$ cat src/rtl/sync_tx_framer.sv
module sync_tx_framer #(
  parameter int DEPTH = 32,
  parameter int CW = 16,
  parameter logic [15:0] POLY = 16'h8005
) (
  input  logic          clk,
  input  logic          rst_n,
  input  logic          dma_mode,
  input  logic          bit_en,
  input  logic          wr_en,
  input  logic [7:0]    wr_data,
  input  logic          cnt_ld,
  input  logic [CW-1:0] cnt_val,
  input  logic          cmd_xf,
  input  logic          cmd_end,
  input  logic          cmd_rst,
  output logic          dma_req,
  input  logic          dma_push,
  input  logic [7:0]    dma_data,
  output logic          txd,
  output logic          pool_irq
);
  localparam int AW = $clog2(DEPTH);

  typedef enum logic [1:0] {S_IDLE, S_FILL, S_RUN, S_CRC} st_t;
  st_t st;

  logic [7:0]    mem [DEPTH];
  logic [AW-1:0] wp, rp;
  logic [AW:0]   cnt;
  logic [CW-1:0] len, fetch_left, send_left;
  logic [15:0]   shreg, crc;
  logic [4:0]    bits;
  logic          end_pend;

  logic full, empty, push_cpu, push_dma, push, shifting, need, last, load_crc, pop, irq_set;
  logic [15:0] crc_step, crc_nxt;

  assign full     = cnt == (AW+1)'(DEPTH);
  assign empty    = cnt == '0;
  assign dma_req  = dma_mode && (st == S_FILL || st == S_RUN) && fetch_left != '0 && !full;
  assign push_cpu = !dma_mode && wr_en && !full;
  assign push_dma = dma_push && dma_req;
  assign push     = push_cpu || push_dma;
  assign shifting = bit_en && bits != '0;
  assign need     = bits == '0 || (bits == 5'd1 && bit_en);
  assign last     = dma_mode ? (send_left == '0) : (empty && end_pend);
  assign load_crc = st == S_RUN && need && last;
  assign pop      = st == S_RUN && need && !last && !empty;
  assign crc_step = {crc[14:0], 1'b0} ^ ((crc[15] ^ shreg[0]) ? POLY : 16'h0000);
  assign crc_nxt  = (st == S_RUN && shifting) ? crc_step : crc;
  assign irq_set  = !dma_mode && pop && cnt == (AW+1)'(1) && !push && !end_pend && !cmd_end;
  assign txd      = (bits != '0) ? ((st == S_CRC) ? shreg[15] : shreg[0]) : 1'b1;

  always_ff @(posedge clk)
    if (push) mem[wp] <= push_dma ? dma_data : wr_data;

  always_ff @(posedge clk) begin
    if (!rst_n || cmd_rst) begin
      wp <= '0;
      rp <= '0;
      cnt <= '0;
      st <= S_IDLE;
      bits <= '0;
      shreg <= '0;
      crc <= '0;
      end_pend <= 1'b0;
      fetch_left <= '0;
      send_left <= '0;
      pool_irq <= rst_n;
      if (!rst_n) len <= '0;
    end else begin
      pool_irq <= irq_set;
      if (cnt_ld) len <= cnt_val;
      if (push) wp <= wp + 1'b1;
      if (pop) rp <= rp + 1'b1;
      cnt <= cnt + {{AW{1'b0}}, push} - {{AW{1'b0}}, pop};
      if (push_dma) fetch_left <= fetch_left - 1'b1;
      if (!dma_mode && cmd_end) end_pend <= 1'b1;
      crc <= crc_nxt;

      if (load_crc) begin
        shreg <= crc_nxt;
        bits <= 5'd16;
        st <= S_CRC;
        end_pend <= 1'b0;
      end else if (pop) begin
        shreg <= {8'h00, mem[rp]};
        bits <= 5'd8;
        if (dma_mode) send_left <= send_left - 1'b1;
      end else if (st == S_CRC && need) begin
        bits <= '0;
        st <= S_IDLE;
      end else if (shifting) begin
        shreg <= (st == S_CRC) ? {shreg[14:0], 1'b0} : {1'b0, shreg[15:1]};
        bits <= bits - 5'd1;
      end

      case (st)
        S_IDLE:
          if (cmd_xf) begin
            crc <= '0;
            if (dma_mode) begin
              fetch_left <= len;
              send_left <= len;
              st <= S_FILL;
            end else begin
              st <= S_RUN;
            end
          end
        S_FILL:
          if (full || fetch_left == '0) st <= S_RUN;
        default: ;
      endcase
    end
  end
endmodule


$ cat config.mk
export PLATFORM = sky130hd
export DESIGN_NAME = sync_tx_framer
export DESIGN_NICKNAME = d
export VERILOG_FILES = /design/src/rtl/sync_tx_framer.sv
export SDC_FILE = /design/constraint.sdc
export NUM_CORES = 1
export LEC_CHECK = 0
export BUFFER_PORTS_ARGS = -buffer_cell sky130_fd_sc_hd__buf_2
export CORE_ASPECT_RATIO = 1.4
export CORE_MARGIN = 2
export CORE_UTILIZATION = 60
export CTS_CLUSTER_SIZE = 30
export DETAILED_ROUTE_END_ITERATION = 12
export PLACE_DENSITY_LB_ADDON = 0.05
export SETUP_SLACK_MARGIN = 0.1
export SLEW_MARGIN = 20
export SYNTH_ARGS = -nofsm -noshare
export SYNTH_HDL_FRONTEND = slang
export SYNTH_SLANG_ARGS = --single-unit
$ cat constraint.sdc
create_clock -name clk -period 3.6 [get_ports clk]
set_clock_uncertainty 0.1 [all_clocks]
set_input_delay 0 -clock clk [delete_from_list [all_inputs] [get_ports clk]]
set_output_delay 0 -clock clk [all_outputs]
set_load 0.01 [all_outputs]
* Word level (Yosys, flattened, before mapping) *
Memories as Yosys holds them, arrays and structs flattened. A register that Yosys moved wholly into a read port is not among the register bits.
Cells that the tools add are included.

storage, ports and cells
  flip-flop bits (word level) = 105
  memory bits (writable) = 256
  output and inout bits = 3
  word-level logic and storage cells = 123
  memories = 1

operators by class
  add/subtract/negate cells = 7
  equality and inequality tests = 8
  mux-type cells = 42
  bitwise gates (word level) = 2
  reductions and logical operators = 49

memories
  memory  depth  bits a word  read ports  clocked after memory_dff  wr ports  RTL line  RTL
  mem     32     8            1           1                         1         28        logic [7:0] mem [DEPTH];

operator list
  kind                                                count
  two-way mux 16 bit                                  22
  zero test 16 bit                                    2
  subtractor 16 x 1 -> 16 bit, second input constant  2
  two-way mux 5 bit                                   6
  logical AND 1 bit                                   21
  nonzero test 16 bit                                 1
  bitwise XOR 16 bit                                  1
  two-way mux 2 bit                                   6
  adder 5 x 1 -> 5 bit, second input constant         2
  zero test 1 bit                                     8
  two-way mux 8 bit                                   1
  adder 6 x 1 -> 6 bit                                1
  == test 6 x 1 -> 1 bit, second input constant       1
  == test 6 bit, second input constant                1
  zero test 6 bit                                     1
  two-way mux 1 bit                                   6
  nonzero test 3 bit                                  2
  subtractor 6 x 1 -> 6 bit                           1
  == test 5 x 1 -> 1 bit, second input constant       1
  zero test 5 bit                                     1
  logical OR 1 bit                                    5
  nonzero test 5 bit                                  1
  subtractor 5 x 1 -> 5 bit, second input constant    1
  == test 2 bit, second input constant                2
  11 further kinds                                    12

* Logic depth before layout (Yosys ltp) *
  word-level depth = 12
  depth in mapped cells = 19
  depth with buffers taken out = 18

* Least setup slack after synthesis *
No wires, ideal clock.

  path type = register to register
  start point = register fetch_left[7]
  end point = register cnt[4]
  arrival = 2.952 ns
  slack = 0.420 ns
  stages on the path, launching flop included = 18
  buffers on the path = 1
  period minus slack after synthesis = 3.180 ns
  cells stage by stage = dfxtp_1 -> or4_4 -> nor4_2 -> a21oi_1 -> o21a_1 -> clkbuf_1 -> inv_1 -> ha_1 -> inv_1 -> ha_1 -> inv_1 -> fa_1 -> inv_1 -> a21oi_1 -> nor2_1 -> nor2_1 -> xor2_1 -> nor2_1

on the way
  longest elaborated chain between the ends = 7

ends and longest elaborated chain
  what                             RTL line  RTL
  from (decl)                      31        logic [CW-1:0] len, fetch_left, send_left;
  from (signal assigned)           78        if (push_dma) fetch_left <= fetch_left - 1'b1;
  from (signal assigned)           104       fetch_left <= len;
  nonzero test 16 bit              41        assign dma_req = dma_mode && (st == S_FILL || st == S_RUN) && fetch_left != '0 && !full;
  logical AND 1 bit (2 in series)  41
  logical AND 1 bit                43        assign push_dma = dma_push && dma_req;
  logical OR 1 bit                 44        assign push = push_cpu || push_dma;
  adder 6 x 1 -> 6 bit             77        cnt <= cnt + {{AW{1'b0}}, push} - {{AW{1'b0}}, pop};
  subtractor 6 x 1 -> 6 bit        77
  to (signal assigned)             77
  to (decl)                        30        logic [AW:0] cnt;

Every way passes these cells.
A chain may end at the register's enable or synchronous reset.

* Final worst setup path *
  start point = register fetch_left[7]
  end point = register cnt[5]

The elaborated chain is that of the path after synthesis.

==> flow_summary.ini <==
[synth]
ys_seq_elements = 366
synth_cell_types = 68
ys.flop_type = edfxtp_1
synth_cells = 1048
synth_fp_nets = 1115
seq_area_frac_synth_pct = 65.0
synthSimpleGateAreaFrac_pct = 9.12
syn_area_per_cell_sq_um = 14.8
synth_edf_count = 272
synth_compound_area_share_pct = 5.64
synth-async-reset-ratio_pct = 0
synth_xor_area_share_pct = 2.27
yosysWarnings = 0
synthAdderAreaFrac_pct = 2.07
synth.area.mux_share_pct = 13.6
netlist_area_sq_um = 15500
synth_top_family_by_area = multiplexers

[floorplanning]
initial_core_util_pct = 60.9
core_area_sq_um = 25400
dieArea_sq_um = 27100
rows = 69
die_y_microns = 194
ios = 45
die_width_microns = 140

[sta]
rsz0062_at_grt = false
worst_pin_slew_ns = 0.962
hold_violations = 0
fin_crit_ns = 3.25
period_share_pct = 90.3
setup_viol = 0
maxSlewHeadroom_pct = 35.0
fmax_mhz = 308
tns_ns = 0
slew_viol_final = 0

[detailed_routing]
drc = 0
drtIter0Drc = 549
ant_nets = 0
post_drt_wl_per_cell_microns = 20.8
wl_mm = 31.3
vias = 8846
drt_pass1_iterations = 5
via_per_inst = 5.88

[grt]
grt_pass1_wl_mm = 49.9
antenna_found_initial = 1
grt_pass1_vias = 9233
grt_usage_pct = 23.6
grt-ovfl-total = 0
grt_max_degree = 36

[place]
dp_hpwl_mm = 20.7
io_buffers = 44
gp_congestion = 0.810
placed_cells = 1412

[pwr]
p_leak_nw = 5.80
pwr-share-seq_pct = 54.4
p_switching_mw = 1.77
clkPwrFrac_pct = 40.8
p_sw_share_pct = 20.8
p_comb_share_pct = 4.8
p_int_mw = 6.72
p_per_area_nw_per_um2 = 481
peakVddDrop_v = 0.000500

[cells_and_area]
synthToLayoutAreaGrowth_pct = 14.1
fillerInstances = 1748
nets = 1225
final_cells = 1504
drive_gt1_share_pct = 20.6

[critical_path]
cp_data_arrival_time_ns = 3.53
endpoint_kind = register
worstPathRequired_ns = 3.88
critical_path_class = register to register
crit_fanout = 6
worstSetupStartpointType = register

[cts]
tritoncts = done
clkLatencyLatePin_ns = 0.52
cts-buffers-inserted = 35
htree_levels = 2
cts_resized = 0
cts_setup_buffers = 0
cts_sinks = 366
cts_hold_buf = 28
clk_path_buf_depth = 3
clk_pin_slew_ns = 0.06
cts-root-buf = clkbuf_16

[flow_run]
maxCapViolations = 0

[outcome]
outcome = finished clean

[hold_path]
hp-class = input port to register
-- cells by family (layout without fill, tap and decap cells) --
logic type | count (synthesis) | in the layout
buf+inv | 82 | 218
compound gates | 136 | 136
xor+xnor | 40 | 40
fa+ha+maj | 25 | 25
other cells | 0 | 1
mux | 116 | 116
simple gates | 283 | 283
flops | 366 | 366
-- critical path: stages, from the launching register on --
cell	delay, ns
dfxtp_1	0.35
or4_4	0.59
nor4_2	0.30
a21oi_1	0.17
o21a_1	0.23
inv_1	0.05
ha_1	0.17
inv_1	0.05
ha_1	0.26
a21o_1	0.18
a21oi_1	0.22
o21bai_1	0.09
a21oi_1	0.18
xnor2_1	0.13
nor2_1	0.05
-- state kept, by name, indices dropped and copies added (netlist names), named ones only --
name / count
mem: 256
crc: 16
fetch_left: 16
len: 16
shreg: 16
send_left: 15
cnt: 6
bits: 5
rp: 5
wp: 5
st: 2
end_pend: 1
pool_irq: 1
-- metal layers --
metal	global-route usage [%]	share of wire [%]
met5	0	0
met3	3.56	3.7
met4	7.48	2.9
met2	42.5	53
met1	29.5	40
-- metrics by stage --
step / hold WS, ns / utilization, % / instance area [sq um] / power (mW) / setup slack, ns
after global routing: 0.0287 / 69.5 / 17600 / 8.77 / 0.131
after detailed placement: 0.161 / 64.1 / 16300 / 5.09 / 0.376
after floorplan: 0.0177 / - / 15500 / 4.95 / 0.420
final: 0.0115 / 69.5 / 17600 / 8.48 / 0.350
after CTS: 0.0000498 / 69.5 / 17600 / 8.56 / 0.356
after global placement: 0.144 / 64.1 / 16300 / 5.09 / 0.390
-- cell type report --
cell class,count,area (sq um),area share [%]
sequential,366,10100,57.0
tap,319,399,2.26
clock buffer,55,1030,5.81
multi-input combinational,600,5060,28.7
timing repair buffer,128,946,5.36
inverter,27,101,0.574
antenna,1,2.50,0.0142
clock inverter,8,57.6,0.326
-- Yosys cell counts (4+ instances only) --
library cell  instances  area, sq um
a211oi_1             11         82.6
or3_1                 4         25.0
o21ai_0              24          120
edfxtp_1            272         8170
and3_1                5         31.3
xnor2_1              14          123
o21ai_1               4         20.0
nand4_1               9         56.3
xor2_1               26          228
nand2_1              56          210
and2_1               25          156
buf_4                10         75.1
nand2b_1              4         25.0
ha_1                 24          300
nor4_1                6         37.5
inv_1                26         97.6
a31oi_1               9         56.3
mux2i_1              38          380
buf_1                 7         26.3
o221a_1               6         67.6
nor3b_1               4         30.0
nand3_1              13         65.1
nor3_1               21          105
nor2_1              104          390
clkbuf_1             28          105
nand3b_1              7         52.6
o21a_1                5         37.5
dfxtp_1              94         1880
a21oi_1              50          250
mux4_2               75         1690
buf_2                 9         45.0
nor2b_1               7         43.8
-- cell usage in the layout, fill, tap and decap left out, types with 5 or more instances in the layout --
master,netlist,final
edfxtp_1,272,272
a31oi_1,9,9
a211oi_1,11,11
dlygate4sd3_1,0,28
clkbuf_1,28,13
nand2_1,56,56
xor2_1,26,26
clkbuf_8,0,5
nand3_1,13,13
dfxtp_1,94,92
and3_1,5,5
buf_2,9,44
o21ai_1,4,5
buf_4,10,54
inv_1,26,26
nand3b_1,7,7
nand4_1,9,9
nor2b_1,7,6
a21oi_1,50,50
nor2_1,104,104
and2_1,25,25
xnor2_1,14,14
nor3_1,21,21
clkbuf_16,0,36
nor4_1,6,6
ha_1,24,24
o21a_1,5,5
mux2i_1,38,38
o21ai_0,24,23
mux4_2,75,75
o221a_1,6,6
-- power groups by stage --
stage	clock network (mW)	logic, mW	registers [mW]
floorplan	0	0.248	4.70
global placement	0	0.380	4.70
detailed placement	0	0.387	4.71
CTS	3.53	0.412	4.62
global route	3.70	0.455	4.62
finish	3.46	0.409	4.62
-- worst paths after layout --
path                 startpoint            end  slack [ns]  depth (start not counted)
setup reg to reg  fetch_left[7]         cnt[5]        0.35                         14
hold reg to reg           rp[1]       register        0.40                          2
setup / recovery  fetch_left[7]         cnt[5]        0.35                         14
hold / removal         dma_push  fetch_left[2]        0.01                          5
No activity file was read; power rests on OpenSTA's default activity.
